### src/rtl/ptw_pkg.sv
package ptw_pkg;
   // Source currently placed on the DQ bus
   typedef enum logic [1:0] {
      DQ_SRC_NONE = 2'd0,
      DQ_SRC_ADDR = 2'd1,
      DQ_SRC_DATA = 2'd2,
      DQ_SRC_ZERO = 2'd3
   } dq_src_e;

   function automatic int unsigned lanes_of(input int unsigned width);
      return width / 8;
   endfunction
endpackage

### src/rtl/ptw_hold.sv
// Holding registers for the one pending access plus its pending flag.
module ptw_hold #(
   parameter int DQ_W  = 32,
   parameter int RGN_W = 2
) (
   input  logic             clk,
   input  logic             rst_n,
   input  logic             take,
   input  logic             retire,
   input  logic [DQ_W-1:0]  ld_addr,
   input  logic [DQ_W-1:0]  ld_data,
   input  logic [RGN_W-1:0] ld_rgn,
   output logic             pend,
   output logic [DQ_W-1:0]  addr_q,
   output logic [DQ_W-1:0]  data_q,
   output logic [RGN_W-1:0] rgn_q,
   output logic             wr_q
);
   always_ff @(posedge clk) begin
      if (!rst_n) begin
         pend <= 1'b0;
         wr_q <= 1'b0;
      end else if (take) begin
         pend <= 1'b1;
         wr_q <= 1'b1;
      end else if (retire) begin
         pend <= 1'b0;
      end
   end

   // Payload registers need no reset: only meaningful while pend is set
   always_ff @(posedge clk) begin
      if (take) begin
         addr_q <= ld_addr;
         data_q <= ld_data;
         rgn_q  <= ld_rgn;
      end
   end
endmodule

### src/rtl/ptw_mask.sv
// Byte-valid mask, one generated lane per byte of the data word.
module ptw_mask #(
   parameter int LANES = 4
) (
   input  logic             clk,
   input  logic             rst_n,
   input  logic             take,
   input  logic [LANES-1:0] ld_be,
   input  logic             consume,
   input  logic [LANES-1:0] rd_be_n,
   output logic [LANES-1:0] mask
);
   for (genvar g = 0; g < LANES; g++) begin : g_lane
      always_ff @(posedge clk) begin
         if (!rst_n) begin
            mask[g] <= 1'b0;
         end else if (take) begin
            mask[g] <= ld_be[g];
         end else if (consume && !rd_be_n[g]) begin
            mask[g] <= 1'b0;
         end
      end
   end
endmodule

### src/rtl/ptw_rdpath.sv
// Read path onto the DQ bus: same-cycle address, next-cycle register data.
module ptw_rdpath
   import ptw_pkg::*;
#(
   parameter int               DQ_W     = 32,
   parameter int               OFS_W    = 5,
   parameter logic [OFS_W-1:0] DATA_OFS = 5'h0B
) (
   input  logic              clk,
   input  logic              rst_n,
   input  logic              ar_req_n,
   input  logic              rd_n,
   input  logic              sel_n,
   input  logic [OFS_W-1:0]  adr,
   input  logic [DQ_W/8-1:0] be_n,
   input  logic [DQ_W-1:0]   addr_q,
   input  logic [DQ_W-1:0]   data_q,
   output logic              data_hit,
   output logic [DQ_W-1:0]   dq_o,
   output logic              dq_oe
);
   localparam int LANES = DQ_W / 8;

   logic    strobe;
   logic    strobe_q;
   logic    hit_q;
   dq_src_e src;

   assign strobe   = !rd_n && !sel_n;
   assign data_hit = strobe && (adr == DATA_OFS) && (be_n != {LANES{1'b1}});

   always_ff @(posedge clk) begin
      if (!rst_n) begin
         strobe_q <= 1'b0;
         hit_q    <= 1'b0;
      end else begin
         strobe_q <= strobe;
         hit_q    <= data_hit;
      end
   end

   // Address request wins over a read that matured this cycle
   always_comb begin
      if (!ar_req_n)     src = DQ_SRC_ADDR;
      else if (hit_q)    src = DQ_SRC_DATA;
      else if (strobe_q) src = DQ_SRC_ZERO;
      else               src = DQ_SRC_NONE;
   end

   always_comb begin
      unique case (src)
         DQ_SRC_ADDR: dq_o = addr_q;
         DQ_SRC_DATA: dq_o = data_q;
         default:     dq_o = '0;
      endcase
   end

   assign dq_oe = (src != DQ_SRC_NONE);
endmodule

### src/rtl/ptw_port.sv
// Top: presents one pending host write to a passive add-on bus.
module ptw_port #(
   parameter int                DQ_W     = 32,
   parameter int                NUM_RGN  = 4,
   parameter int                OFS_W    = 5,
   parameter logic [OFS_W-1:0]  DATA_OFS = 5'h0B
) (
   input  logic                       clk,
   input  logic                       rst_n,
   input  logic                       ld_valid,
   input  logic [DQ_W-1:0]            ld_addr,
   input  logic [DQ_W-1:0]            ld_data,
   input  logic [DQ_W/8-1:0]          ld_be,
   input  logic [$clog2(NUM_RGN)-1:0] ld_rgn,
   output logic                       ld_rdy,
   input  logic                       ar_req_n,
   input  logic                       rd_n,
   input  logic                       sel_n,
   input  logic [OFS_W-1:0]           adr,
   input  logic [DQ_W/8-1:0]          be_n,
   input  logic                       ack_n,
   output logic                       att_n,
   output logic                       brst_n,
   output logic [$clog2(NUM_RGN)-1:0] rgn,
   output logic                       is_wr,
   output logic [DQ_W/8-1:0]          bvalid,
   output logic [DQ_W-1:0]            dq_o,
   output logic                       dq_oe
);
   localparam int LANES = ptw_pkg::lanes_of(DQ_W);
   localparam int RGN_W = $clog2(NUM_RGN);

   // Elaboration-time parameter checks
   if (DQ_W % 8 != 0 || DQ_W < 8) begin : g_bad_width
      $error("ptw_port: DQ_W must be a positive multiple of 8");
   end
   if (NUM_RGN < 2) begin : g_bad_rgn
      $error("ptw_port: NUM_RGN must be at least 2");
   end
   if (OFS_W < 1) begin : g_bad_ofs
      $error("ptw_port: OFS_W must be at least 1");
   end

   logic              pend;
   logic              take;
   logic              retire;
   logic              data_hit;
   logic [DQ_W-1:0]   w_addr;
   logic [DQ_W-1:0]   w_data;
   logic [RGN_W-1:0]  w_rgn;
   logic              w_wr;

   assign take   = ld_valid && !pend;
   assign retire = pend && !ack_n;

   ptw_hold #(
      .DQ_W  (DQ_W),
      .RGN_W (RGN_W)
   ) u_hold (
      .clk     (clk),
      .rst_n   (rst_n),
      .take    (take),
      .retire  (retire),
      .ld_addr (ld_addr),
      .ld_data (ld_data),
      .ld_rgn  (ld_rgn),
      .pend    (pend),
      .addr_q  (w_addr),
      .data_q  (w_data),
      .rgn_q   (w_rgn),
      .wr_q    (w_wr)
   );

   ptw_mask #(
      .LANES (LANES)
   ) u_mask (
      .clk     (clk),
      .rst_n   (rst_n),
      .take    (take),
      .ld_be   (ld_be),
      .consume (data_hit && pend),
      .rd_be_n (be_n),
      .mask    (bvalid)
   );

   ptw_rdpath #(
      .DQ_W     (DQ_W),
      .OFS_W    (OFS_W),
      .DATA_OFS (DATA_OFS)
   ) u_rdpath (
      .clk      (clk),
      .rst_n    (rst_n),
      .ar_req_n (ar_req_n),
      .rd_n     (rd_n),
      .sel_n    (sel_n),
      .adr      (adr),
      .be_n     (be_n),
      .addr_q   (w_addr),
      .data_q   (w_data),
      .data_hit (data_hit),
      .dq_o     (dq_o),
      .dq_oe    (dq_oe)
   );

   // Attention falls in the very cycle ready is seen
   assign att_n  = !(pend && ack_n);
   assign ld_rdy = !pend;
   assign brst_n = 1'b1;
   assign rgn    = w_rgn;
   assign is_wr  = w_wr;
endmodule

### config.mk
export PLATFORM = sky130hd
export DESIGN_NAME = ptw_port
export DESIGN_NICKNAME = d
export VERILOG_FILES = /design/src/rtl/ptw_pkg.sv /design/src/rtl/ptw_hold.sv /design/src/rtl/ptw_mask.sv /design/src/rtl/ptw_rdpath.sv /design/src/rtl/ptw_port.sv
export SDC_FILE = /design/constraint.sdc
export NUM_CORES = 1
export LEC_CHECK = 0
export ABC_AREA = 1
export BUFFER_PORTS_ARGS = -buffer_cell sky130_fd_sc_hd__buf_2
export CAP_MARGIN = 20
export CELL_PAD_IN_SITES_DETAIL_PLACEMENT = 0
export CELL_PAD_IN_SITES_GLOBAL_PLACEMENT = 1
export CORE_MARGIN = 2
export CORE_UTILIZATION = 36
export DETAILED_ROUTE_END_ITERATION = 7
export PLACE_DENSITY_LB_ADDON = 0.05
export SYNTH_ARGS = -nofsm -noshare
export SYNTH_HDL_FRONTEND = slang
export SYNTH_SLANG_ARGS = --single-unit
### constraint.sdc
create_clock -name clk -period 1.8 [get_ports clk]
set_input_delay 0.09 -clock clk [delete_from_list [all_inputs] [get_ports clk]]
set_output_delay 0.09 -clock clk [all_outputs]
set_load 0.01 [all_outputs]
==> results of run 1 <==
[metal layers]
| layer | up-vias | global-route usage, % | share of wire (%) |
|---|---|---|---|
| met1 | 1120 | 19.62 | 42 |
| met2 | 74 | 29.02 | 51 |
| met3 | 8 | 4.868 | 6.0 |
| met4 | 0 | 5.072 | 1.1 |
| met5 | - | 0 | 0 |
| li1 | 1226 | - | - |
[cell families after synthesis]
logic type | after synthesis | synth area share (%)
buffers and inverters | 28 | 5.305
flip-flops | 74 | 72.08
other | 1 | 0.1262
adder cells (fa/ha/maj) | 3 | 1.263
AND/OR/NAND/NOR | 87 | 12.08
AO/OA/AOI/OAI | 43 | 9.137
[repair_timing]
item,in CTS,in global routing
endpoints found under the setup margin,32,32
hold buffers,68,0
cloned,3,1
hold endpoints to repair,68,0
buffers inserted,2,0
resized for setup,35,43
pin swaps,2,1
[sequential cells by signal, indices dropped and copies added (netlist names)]
register / count
u_rdpath.strobe_q: 1
u_hold.wr_q: 1
u_hold.data_q: 32
u_hold.pend: 1
u_mask.mask: 4
u_hold.rgn_q: 2
u_rdpath.hit_q: 1
u_hold.addr_q: 32
[placed cells by master (no fill, tap or decap), types with 5 or more instances in the layout]
cell           count
dlygate4sd3_1     68
nor2_1             5
dfxtp_1            7
clkbuf_8           9
nand2_2           15
inv_1             11
nand2_1           53
buf_12             6
a21oi_2           34
edfxtp_1          66
nand2_4            6
buf_2            127
[layout make-up]
cell class                 count  share of cell area, %
clock buffer                   9                  2.479
clock inverter                 7                  1.202
inverter                      18                  1.503
multi-input combinational    134                  17.73
sequential                    74                  42.95
tap                          105                  2.630
timing repair buffer         208                  31.51
[cells in the mapped netlist]
library cell / count / share of area (%)
a21oi_2: 15 / 4.4
clkinv_1: 1 / 0.13
nor2_2: 2 / 0.42
inv_2: 2 / 0.25
nand2_1: 74 / 9.3
a21oi_1: 24 / 4.0
nor2_1: 5 / 0.63
nand3_1: 1 / 0.17
buf_6: 6 / 2.3
nand2_8: 1 / 0.67
edfxtp_1: 66 / 67
o21ai_1: 4 / 0.67
buf_4: 1 / 0.25
ha_1: 3 / 1.3
conb_1: 1 / 0.13
inv_1: 15 / 1.9
buf_2: 3 / 0.51
dfxtp_1: 8 / 5.4
nand4_1: 4 / 0.84
[worst max-delay path, stage by stage, from the launching register on]
cell and delay [ns]:
dfxtp_4 0.37, inv_4 0.06, a21oi_4 0.05, inv_2 0.09
buf_6 0.10, ha_4 0.21, buf_12 0.15, nand2_1 0.06
a21oi_1 0.16, buf_2 0.15
[where the power goes]
| part | switching (uW) | total [uW] | internal (uW) |
|---|---|---|---|
| Combinational | 300 | 646 | 346 |
| Sequential | 38.3 | 2030 | 1990 |
| Clock | 608 | 1230 | 624 |
| Total | 947 | 3910 | 2960 |
[per-stage QoR]
step	hold WS (ns)	std cells	setup slack, ns	setup TNS (ns)
finish	0.01446	555	-0.01254	-0.01254
global route	0.01152	555	-0.1141	-2.358
CTS	0.001404	554	-0.02788	-0.1145
detailed placement	0.2681	465	0.2515	0
global placement	0.2667	465	0.2895	0
floorplan	0.1889	236	0.1131	0
[final timing paths]
kind	from	to	slack (ns)	cells after the start
setup reg to reg	u_hold.pend	u_hold.addr_q[20]	0.44	4
setup / recovery	u_rdpath.strobe_q	dq_o[6]	-0.01	9
hold reg to reg	u_mask.mask[3]	u_mask.mask[3]	0.47	2
hold / removal	ld_be[3]	u_mask.mask[3]	0.01	3
==> results by group, run 1 <==
Status
  – Status: finished, violations left
  – Failing checks: setup timing

Placed design
  – Port-buffer cells: 127
  – Hpwl dp: 4.304 mm
  – Placement Cell Area: 0.003739 mm2
  – RD Place Congestion: 0.7052

Global routing
  – Overflow after GRT: 0
  – Vias in the first global route: 2411
  – Initial antenna violation count: 0
  – First-pass GRT wire length: 11.10 mm
  – Pin count of the biggest net entering global routing: 68
  – GRT Util Overall: 16.57%

Cells and area
  – Fill count: 720
  – Fin area: 0.004996 mm2
  – Area occupied by registers: 0.002146 mm2
  – Area grow syn2layout: 68.13%
  – Net count, final: 534
  – Number of diodes: 0
  – Area occupied by multi-input gates: 885.9 um2
  – Share of layout cells above drive strength 1: 49.78%
  – Final core occ: 61.73%

Clock tree
  – Root Buffer: clkbuf_8
  – CTS buffer count: 9
  – Bufs on Longest Clock Path: 2
  – CTS tree: yes
  – Clock slew seen by the registers of the worst setup and hold paths: 0.08 ns
  – CTS H-tree lvls: 3
  – CTS sink cnt: 74
  – Worst skew pair latency: 0.34 ns

STA
  – # setup viols final: 1
  – Unrepaired setup endpoints after global routing: yes
  – Fin crit share: 100.7%
  – Slew Viols, Final: 0
  – Fin crit period: 1.813 ns
  – Final worst slack: -0.01254 ns
  – Final Hold Fails: 0
  – Worst clock skew: 0.006109 ns
  – Max Clk Rate: 551.7 MHz

Floorplan
  – Die area: 0.008997 mm2
  – DIE HEIGHT: 94.86 um
  – Initial Util: 36.72%
  – Die Width: 94.86 um
  – Cell row count: 33
  – Core region area: 0.008093 mm2
  – Num ports: 129

Route
  – Antenna violation net count after detailed routing: 0
  – Vias per inst: 4.375
  – DR pass1 iterations: 4
  – Initial DRC count: 68
  – Avg WL per Cell: 13.37 um
  – Vias: 2428
  – Routed wire length: 7.423 mm
  – DRC Markers: 0

Run
  – Max-Cap Viols: 0

Power
  – Lkg Pwr: 0.002061 uW
  – VDD IR-drop max: 0.0004617 V
  – Pwr Density: 782.3 mW/mm2
  – Overall power: 3909 uW

Worst setup path
  – Crit. End Element: output pin
  – CP Class: reg -> out
  – WP data arrival: 1.72 ns
  – Crit path required time: 1.71 ns
  – Worst setup SP type: register
  – Worst Path Max Fanout: 10

Synth
  – Sequential area share after synthesis: 72.08%
  – Synth Instances: 236
  – Synth Cell Area: 0.002972 mm2
  – Net Count, Synth: 325
  – Synth Warn #: 0
  – FF+latch count, synth: 74
  – Synth cell types: 19
  – Mean Syn Cell Area: 12.59 um2

Worst hold path
  – Min-Delay Path Class: in -> reg
(Power assumes the default switching activity.)
==> run 2: changes to the inputs <==
--- a/config.mk
+++ b/config.mk
@@ -14,6 +14,7 @@
 export CORE_UTILIZATION = 36
 export DETAILED_ROUTE_END_ITERATION = 7
 export PLACE_DENSITY_LB_ADDON = 0.05
+export SETUP_SLACK_MARGIN = 0.15
 export SYNTH_ARGS = -nofsm -noshare
 export SYNTH_HDL_FRONTEND = slang
 export SYNTH_SLANG_ARGS = --single-unit
==> run 2 against run 1 <==
The flow now finishes without violations. Via count is 1.2% lower. Core utilization is 1.6 points lower. Sequential cell count stayed put. Hold slack better by 0.0021 ns. Non-clock buffer count is 2 lower. Critical path type unchanged. Critical endpoint is now dq_o[22].
==> results by group, run 2 (same netlist as run 1, synthesis figures left out) <==
STA
  – Max Clk Rate: 558.0 MHz (+1.1%)
  – Fin crit period: 1.792 ns (-0.02041 ns)
  – Final Hold Fails: 0 (unchanged)
  – Slew Viols, Final: 0 (unchanged)
  – Unrepaired setup endpoints after global routing: yes
  – Final worst slack: 0.007871 ns (+0.02041 ns)
  – # setup viols final: 0 (-1)
  – Worst clock skew: 0.008671 ns (+0.002562 ns)
  – Fin Hold WS: 0.01653 ns (+0.002063 ns)
  – Fin crit share: 99.56% (-1.1 points)

Route
  – Routed wire length: 6.947 mm (-6.4%)
  – DRC Markers: 0 (unchanged)
  – Initial DRC count: 68 (unchanged)
  – Vias per inst: 4.346 (-0.66%)
  – Antenna violation net count after detailed routing: 0 (unchanged)
  – Vias: 2399 (-1.2%)
  – Avg WL per Cell: 12.59 um (-5.9%)
  – DR pass1 iterations: 4 (unchanged)

Power
  – VDD IR-drop max: 0.0005066 V (+9.7%)
  – Clock power share: 34.0% (+2.5 points)
  – Combinational Power Share: 15.2% (-1.3 points)
  – Internal Power: 3077 uW (+3.9%)
  – Switching Fraction: 22.60% (-1.6 points)
  – Sw power: 898.5 uW (-5.1%)
  – Pwr Density: 817.3 mW/mm2 (+4.5%)
  – Lkg Pwr: 0.002011 uW (-2.4%)
  – Seq pwr share: 50.8% (-1.2 points)

Cells and area
  – Largest registers: u_hold.addr_q: 32 flops, u_hold.data_q: 32 flops, u_mask.mask: 4 flops
  – Commonest non-fill, non-tap cell in the layout: buf_2
  – Area occupied by multi-input gates: 803.3 um2 (-9.3%)
  – Commonest cells after routing, fill and taps aside: 126 x buf_2, 74 x nand2_1, 66 x dlygate4sd3_1, 66 x edfxtp_1, 28 x a21oi_2
  – Final core occ: 60.10% (-1.6 points)
  – Net count, final: 532 (-0.37%)
  – Share of layout cells above drive strength 1: 44.74% (-5.0 points)
  – Number of diodes: 0 (unchanged)
  – Fill count: 709 (-1.5%)
  – Area occupied by registers: 0.002147 mm2 (about the same)
  – Area grow syn2layout: 63.66%

Placed design
  – Worst slack at placement: 0.1081 ns (-0.1435 ns)
  – RD Place Congestion: 0.7332 (+4.0%)
  – Port-buffer cells: 127 (unchanged)
  – Hpwl dp: 4.369 mm (+1.5%)

Floorplan
  – Cell row count: 33 (unchanged)
  – Initial Util: 36.72% (unchanged)
  – Die Width: 94.86 um (unchanged)
  – Core region area: 0.008093 mm2 (unchanged)
  – Die area: 0.008997 mm2 (unchanged)
  – DIE HEIGHT: 94.86 um (unchanged)
  – Num ports: 129 (unchanged)

Global routing
  – Overflow after GRT: 0 (unchanged)
  – Vias in the first global route: 2418 (+0.29%)
  – GRT Util Overall: 16.05% (-0.52 points)
  – Pin count of the biggest net entering global routing: 68 (unchanged)
  – Initial antenna violation count: 0 (unchanged)
  – First-pass GRT wire length: 10.91 mm (-1.7%)

Clock tree
  – CTS buffer count: 9 (unchanged)
  – Clock slew seen by the registers of the worst setup and hold paths: 0.07 ns (about the same)
  – Root Buffer: clkbuf_8
  – Worst skew pair latency: 0.33 ns (about the same)
  – CTS sink cnt: 74 (unchanged)
  – CTS tree: yes
  – CTS H-tree lvls: 3 (unchanged)
  – Bufs on Longest Clock Path: 2 (unchanged)

Status
  – Status: finished clean

Run
  – Max-Cap Viols: 0 (unchanged)

Worst setup path
  – Worst setup SP type: register
  – Worst Path Max Fanout: 10 (unchanged)
  – Crit. End Element: output pin
  – WP data arrival: 1.70 ns (-0.02 ns)
  – CP Class: reg -> out
  – Crit path required time: 1.71 ns (about the same)

Worst hold path
  – Min-Delay Path Class: in -> reg
run 2: changes by cell type in the layout (fill, tap and decap cells not counted), sizes merged:
cell	change
bufinv	+1
clkinv	-1
dlygate4sd3	-2
clkinvlp	-1
run 2: final cells by class:
| class | instances | share of cell area, % |
|---|---|---|
| clock inverters | 6 | 1.698 |
| flip-flops and latches | 74 | 44.15 |
| multi-input cells | 134 | 16.52 |
| inverters | 18 | 1.647 |
| well taps | 105 | 2.701 |
| repair buffers | 206 | 30.74 |
| clock buffers | 9 | 2.547 |
run 2: path summary, 6_finish.rpt:
path / start / endpoint / slack [ns] / cells past startpoint
setup / recovery: u_rdpath.strobe_q / dq_o[22] / 0.008 / 8
hold / removal: ld_be[3] / u_mask.mask[3] / 0.02 / 3
setup reg to reg: u_hold.pend / u_hold.data_q[11] / 0.49 / 4
hold reg to reg: u_mask.mask[0] / u_mask.mask[0] / 0.47 / 2
run 2: through the flow:
| stage | cells | power (uW) | TNS [ns] | instance area [um2] |
|---|---|---|---|---|
| after global placement | 466 | 2470 | 0 | 3724 |
| final | 552 | 3975 | 0 | 4863 |
| after detailed placement | 466 | 2474 | 0 | 3724 |
| after floorplan | 236 | 2270 | 0 | 2974 |
| after global routing | 552 | 4167 | -1.232 | 4863 |
| after CTS | 551 | 3983 | 0 | 4762 |
run 2: power by group through the flow:
stage                     registers, uW  clock network, uW  logic (uW)
after floorplan                    2060                  0         210
after global placement             2060                  0         412
after detailed placement           2060                  0         415
after CTS                          2020               1380         577
after global routing               2030               1470         665
final                              2020               1350         604
run 2: per-layer routing:
| layer | global-route usage (%) | up-vias | wire length, um |
|---|---|---|---|
| met1 | 18.80 | 1089 | 2847 |
| met2 | 27.84 | 78 | 3564 |
| met5 | 0 | - | 0 |
| met3 | 3.990 | 9 | 415 |
| li1 | - | 1223 | - |
| met4 | 7.005 | 0 | 120 |
run 2: worst max-delay path, stage by stage, from the launching register on:
cell and delay (ns):
dfxtp_4 0.37, inv_2 0.04, a21oi_4 0.12, inv_2 0.08, ha_4 0.29, inv_8 0.06
buf_12 0.15, a21oi_2 0.11, buf_2 0.14
run 2: what timing repair did:
| action | in CTS | in global routing |
|---|---|---|
| endpoints found under the hold margin | 66 | 0 |
| setup endpoints to repair | 32 | 32 |
| setup buffers | 2 | 0 |
| resized for setup | 38 | 17 |
| cloned | 2 | 1 |
| hold buffers | 66 | 0 |
| pin swaps | 1 | 1 |
==> run 3: changes to the inputs <==
--- a/config.mk
+++ b/config.mk
@@ -13,8 +13,11 @@
 export CORE_MARGIN = 2
 export CORE_UTILIZATION = 36
 export DETAILED_ROUTE_END_ITERATION = 7
+export GPL_ROUTABILITY_DRIVEN = 1
 export PLACE_DENSITY_LB_ADDON = 0.05
+export RECOVER_POWER = 25
 export SETUP_SLACK_MARGIN = 0.15
 export SYNTH_ARGS = -nofsm -noshare
 export SYNTH_HDL_FRONTEND = slang
+export SYNTH_HIERARCHICAL = 1
 export SYNTH_SLANG_ARGS = --single-unit
==> run 3 against run 2 <==
Register-to-register slack gained 0.18 ns. Maximum frequency grew 0.32%. Highest routed layer unchanged. Sequential power is essentially flat. Largest power group unchanged. Global-route usage rose by 0.51 points. Largest cell class unchanged.
==> results by group, run 3 <==
Status
  – Status: finished clean

Global routing
  – Pin count of the biggest net entering global routing: 59 (-13%)
  – Vias in the first global route: 2438 (+0.83%)
  – Initial antenna violation count: 0 (unchanged)
  – GRT Util Overall: 16.56% (+0.51 points)
  – First-pass GRT wire length: 11.24 mm (+3.0%)
  – Overflow after GRT: 0 (unchanged)

Cells and area
  – Net count, final: 552 (+3.8%)
  – Area grow syn2layout: 60.32%
  – Fin area: 0.004878 mm2 (+0.31%)
  – Commonest cells after routing, fill and taps aside: 127 x buf_2, 89 x nand2_1, 68 x dlygate4sd3_1
  – Area occupied by multi-input gates: 794.5 um2 (-1.1%)
  – Commonest non-fill, non-tap cell in the layout: buf_2
  – Area occupied by registers: 0.002146 mm2 (about the same)
  – Final core occ: 59.37% (-0.72 points)
  – Largest registers: u_hold/addr_q: 32 flops, u_hold/data_q: 32 flops, u_mask/mask: 4 flops
  – Number of diodes: 0 (unchanged)
  – Share of layout cells above drive strength 1: 43.25% (-1.5 points)
  – Fill count: 748 (+5.5%)

Floorplan
  – Initial Util: 37.03% (+0.31 points)
  – Core region area: 0.008217 mm2 (+1.5%)
  – DIE HEIGHT: 95.94 um (+1.1%)
  – Num ports: 129 (unchanged)
  – Die area: 0.009204 mm2 (+2.3%)
  – Die Width: 95.94 um (+1.1%)
  – Cell row count: 33 (unchanged)

Power
  – Pwr Density: 783.9 mW/mm2 (-4.1%)
  – VDD IR-drop max: 0.0004256 V (-16%)
  – Overall power: 3824 uW (-3.8%)
  – Lkg Pwr: 0.002082 uW (+3.5%)

Route
  – Initial DRC count: 85 (+25%)
  – Routed wire length: 7.281 mm (+4.8%)
  – Vias per inst: 4.287 (-1.4%)
  – Vias: 2452 (+2.2%)
  – Antenna violation net count after detailed routing: 0 (unchanged)
  – DRC Markers: 0 (unchanged)
  – Avg WL per Cell: 12.73 um (+1.1%)
  – DR pass1 iterations: 5 (+1)

STA
  – Unrepaired setup endpoints after global routing: yes
  – # setup viols final: 0 (unchanged)
  – Fin crit share: 99.25% (-0.32 points)
  – Fin Hold WS: 0.03575 ns (+0.01923 ns)
  – Max Clk Rate: 559.8 MHz (+0.32%)
  – Final Hold Fails: 0 (unchanged)
  – Slew Viols, Final: 0 (unchanged)
  – Fin crit period: 1.786 ns (-0.005689 ns)
  – Worst clock skew: 0.009059 ns (+0.0003877 ns)
  – Final worst slack: 0.01356 ns (+0.005689 ns)

Placed design
  – Placement Cell Area: 0.003825 mm2 (+2.7%)
  – Hpwl dp: 4.528 mm (+3.6%)
  – RD Place Congestion: 0.6997 (-4.6%)
  – Port-buffer cells: 127 (unchanged)
  – Worst slack at placement: 0.2092 ns (+0.1012 ns)

Clock tree
  – Clock slew seen by the registers of the worst setup and hold paths: 0.07 ns (about the same)
  – Bufs on Longest Clock Path: 2 (unchanged)
  – CTS buffer count: 9 (unchanged)
  – CTS sink cnt: 74 (unchanged)
  – Worst skew pair latency: 0.34 ns (about the same)
  – Root Buffer: clkbuf_8
  – CTS tree: yes
  – CTS H-tree lvls: 3 (unchanged)

Synth
  – Synth Cell Area: 0.003043 mm2 (+2.4%)
  – Top cell type's share of synthesized area: 65.13% (-1.6 points)
  – Primary FF master, synth: edfxtp_1
  – Synth Warn #: 6 (+6)
  – FF+latch count, synth: 74 (unchanged)
  – Fraction of registers with async set/reset: 0% (unchanged)
  – Synth area leader: edfxtp_1
  – Dominant cells by area after synthesis: edfxtp_1 65%, nand2_1 11%, a21oi_2 8.6%
  – Cell with the most instances after synthesis: nand2_1
  – Mean Syn Cell Area: 11.98 um2 (-4.9%)
  – Net Count, Synth: 343 (+5.5%)
  – Sequential area share after synthesis: 70.39% (-1.7 points)
  – Synth top cells by count: 89 x nand2_1, 66 x edfxtp_1, 30 x a21oi_2, 26 x inv_1, 9 x a21oi_1
  – Post-synth EDFFs: 66 (unchanged)
  – Synth cell types: 15 (-4)
  – Synth Instances: 254 (+7.6%)

Worst setup path
  – Worst Path Max Fanout: 6 (-4)
  – WP data arrival: 1.70 ns (about the same)
  – Worst setup SP type: register
  – Crit path required time: 1.71 ns (about the same)
  – Crit. End Element: output pin
  – CP Class: reg -> out
  – Slowest cell on crit path: dfxtp_2
  – Crit path largest cell delay: 0.33 ns (-0.04 ns)
  – Register-to-register setup slack: 0.67 ns (+0.18 ns)
  – CP Cell Sequence: inv_2, a21oi_4, inv_2, ha_4, inv_8, buf_12, a21oi_4, buf_2

Run
  – Max-Cap Viols: 0 (unchanged)

Worst hold path
  – Min-Delay Path Class: in -> reg
## run 3: cell count changes after synthesis, sizes merged
| cell | change |
|---|---|
| nand2 | +14 |
| inv | +12 |
| nand4 | -4 |
| o21ai | -4 |
| clkinv | -1 |
| nor2 | +1 |
## run 3: stage by stage
step | instances | setup TNS, ns
floorplan | 254 | -0.2383
global placement | 483 | 0
detailed placement | 483 | 0
CTS | 572 | 0
global route | 572 | -1.968
finish | 572 | 0
## run 3: kinds of logic after synthesis
kind of cell    share of synthesized area (%)
compound gates                          10.11
fa+ha+maj                               1.234
buf+inv                                 5.921
flops                                   70.39
other cells                            0.1232
simple gates                            12.21
## run 3: routing by layer
metal	track usage [%]	vias up	wire, um
met3	3.915	4	408
met2	29.43	72	3723
met5	0	-	0
met4	7.143	0	54
met1	18.99	1125	3095
li1	-	1251	-
## run 3: layout make-up
type	count	area share [%]
repair buffers	208	30.91
multi-input cells	141	16.29
well taps	105	2.693
clock buffers	9	2.539
flip-flops and latches	74	43.99
inverters	29	2.385
clock inverters	6	1.205
## run 3: what timing repair did
| action | in CTS | in global routing |
|---|---|---|
| hold buffers | 68 | 0 |
| pin swaps | 4 | 1 |
| setup endpoints to repair | 32 | 32 |
| buffers inserted | 4 | 0 |
| gates resized for setup | 26 | 1 |
| gates cloned | 2 | 0 |
| hold endpoints to repair | 67 | 0 |
## run 3: final timing paths
check	start	to	cells after the start
worst max-delay path	u_rdpath/hit_q	dq_o[31]	8
worst min-delay path	rst_n	u_mask/mask[2]	3
worst max register to register	u_hold/pend	u_hold/data_q[17]	2
worst min register to register	u_mask/mask[2]	u_mask/mask[2]	2
## run 3: critical path: cells and delay by family (launching register included)
family / cells / cell delay, ns
compound gates: 2 / 0.27
buf+inv: 5 / 0.48
flops: 1 / 0.33
fa+ha+maj: 1 / 0.30
## run 3: where the power goes
part / switching [uW] / internal (uW) / leakage, uW
Clock: 582 / 623 / 0.0000885
Combinational: 278 / 312 / 0.00129
Sequential: 30.6 / 2000 / 0.000700
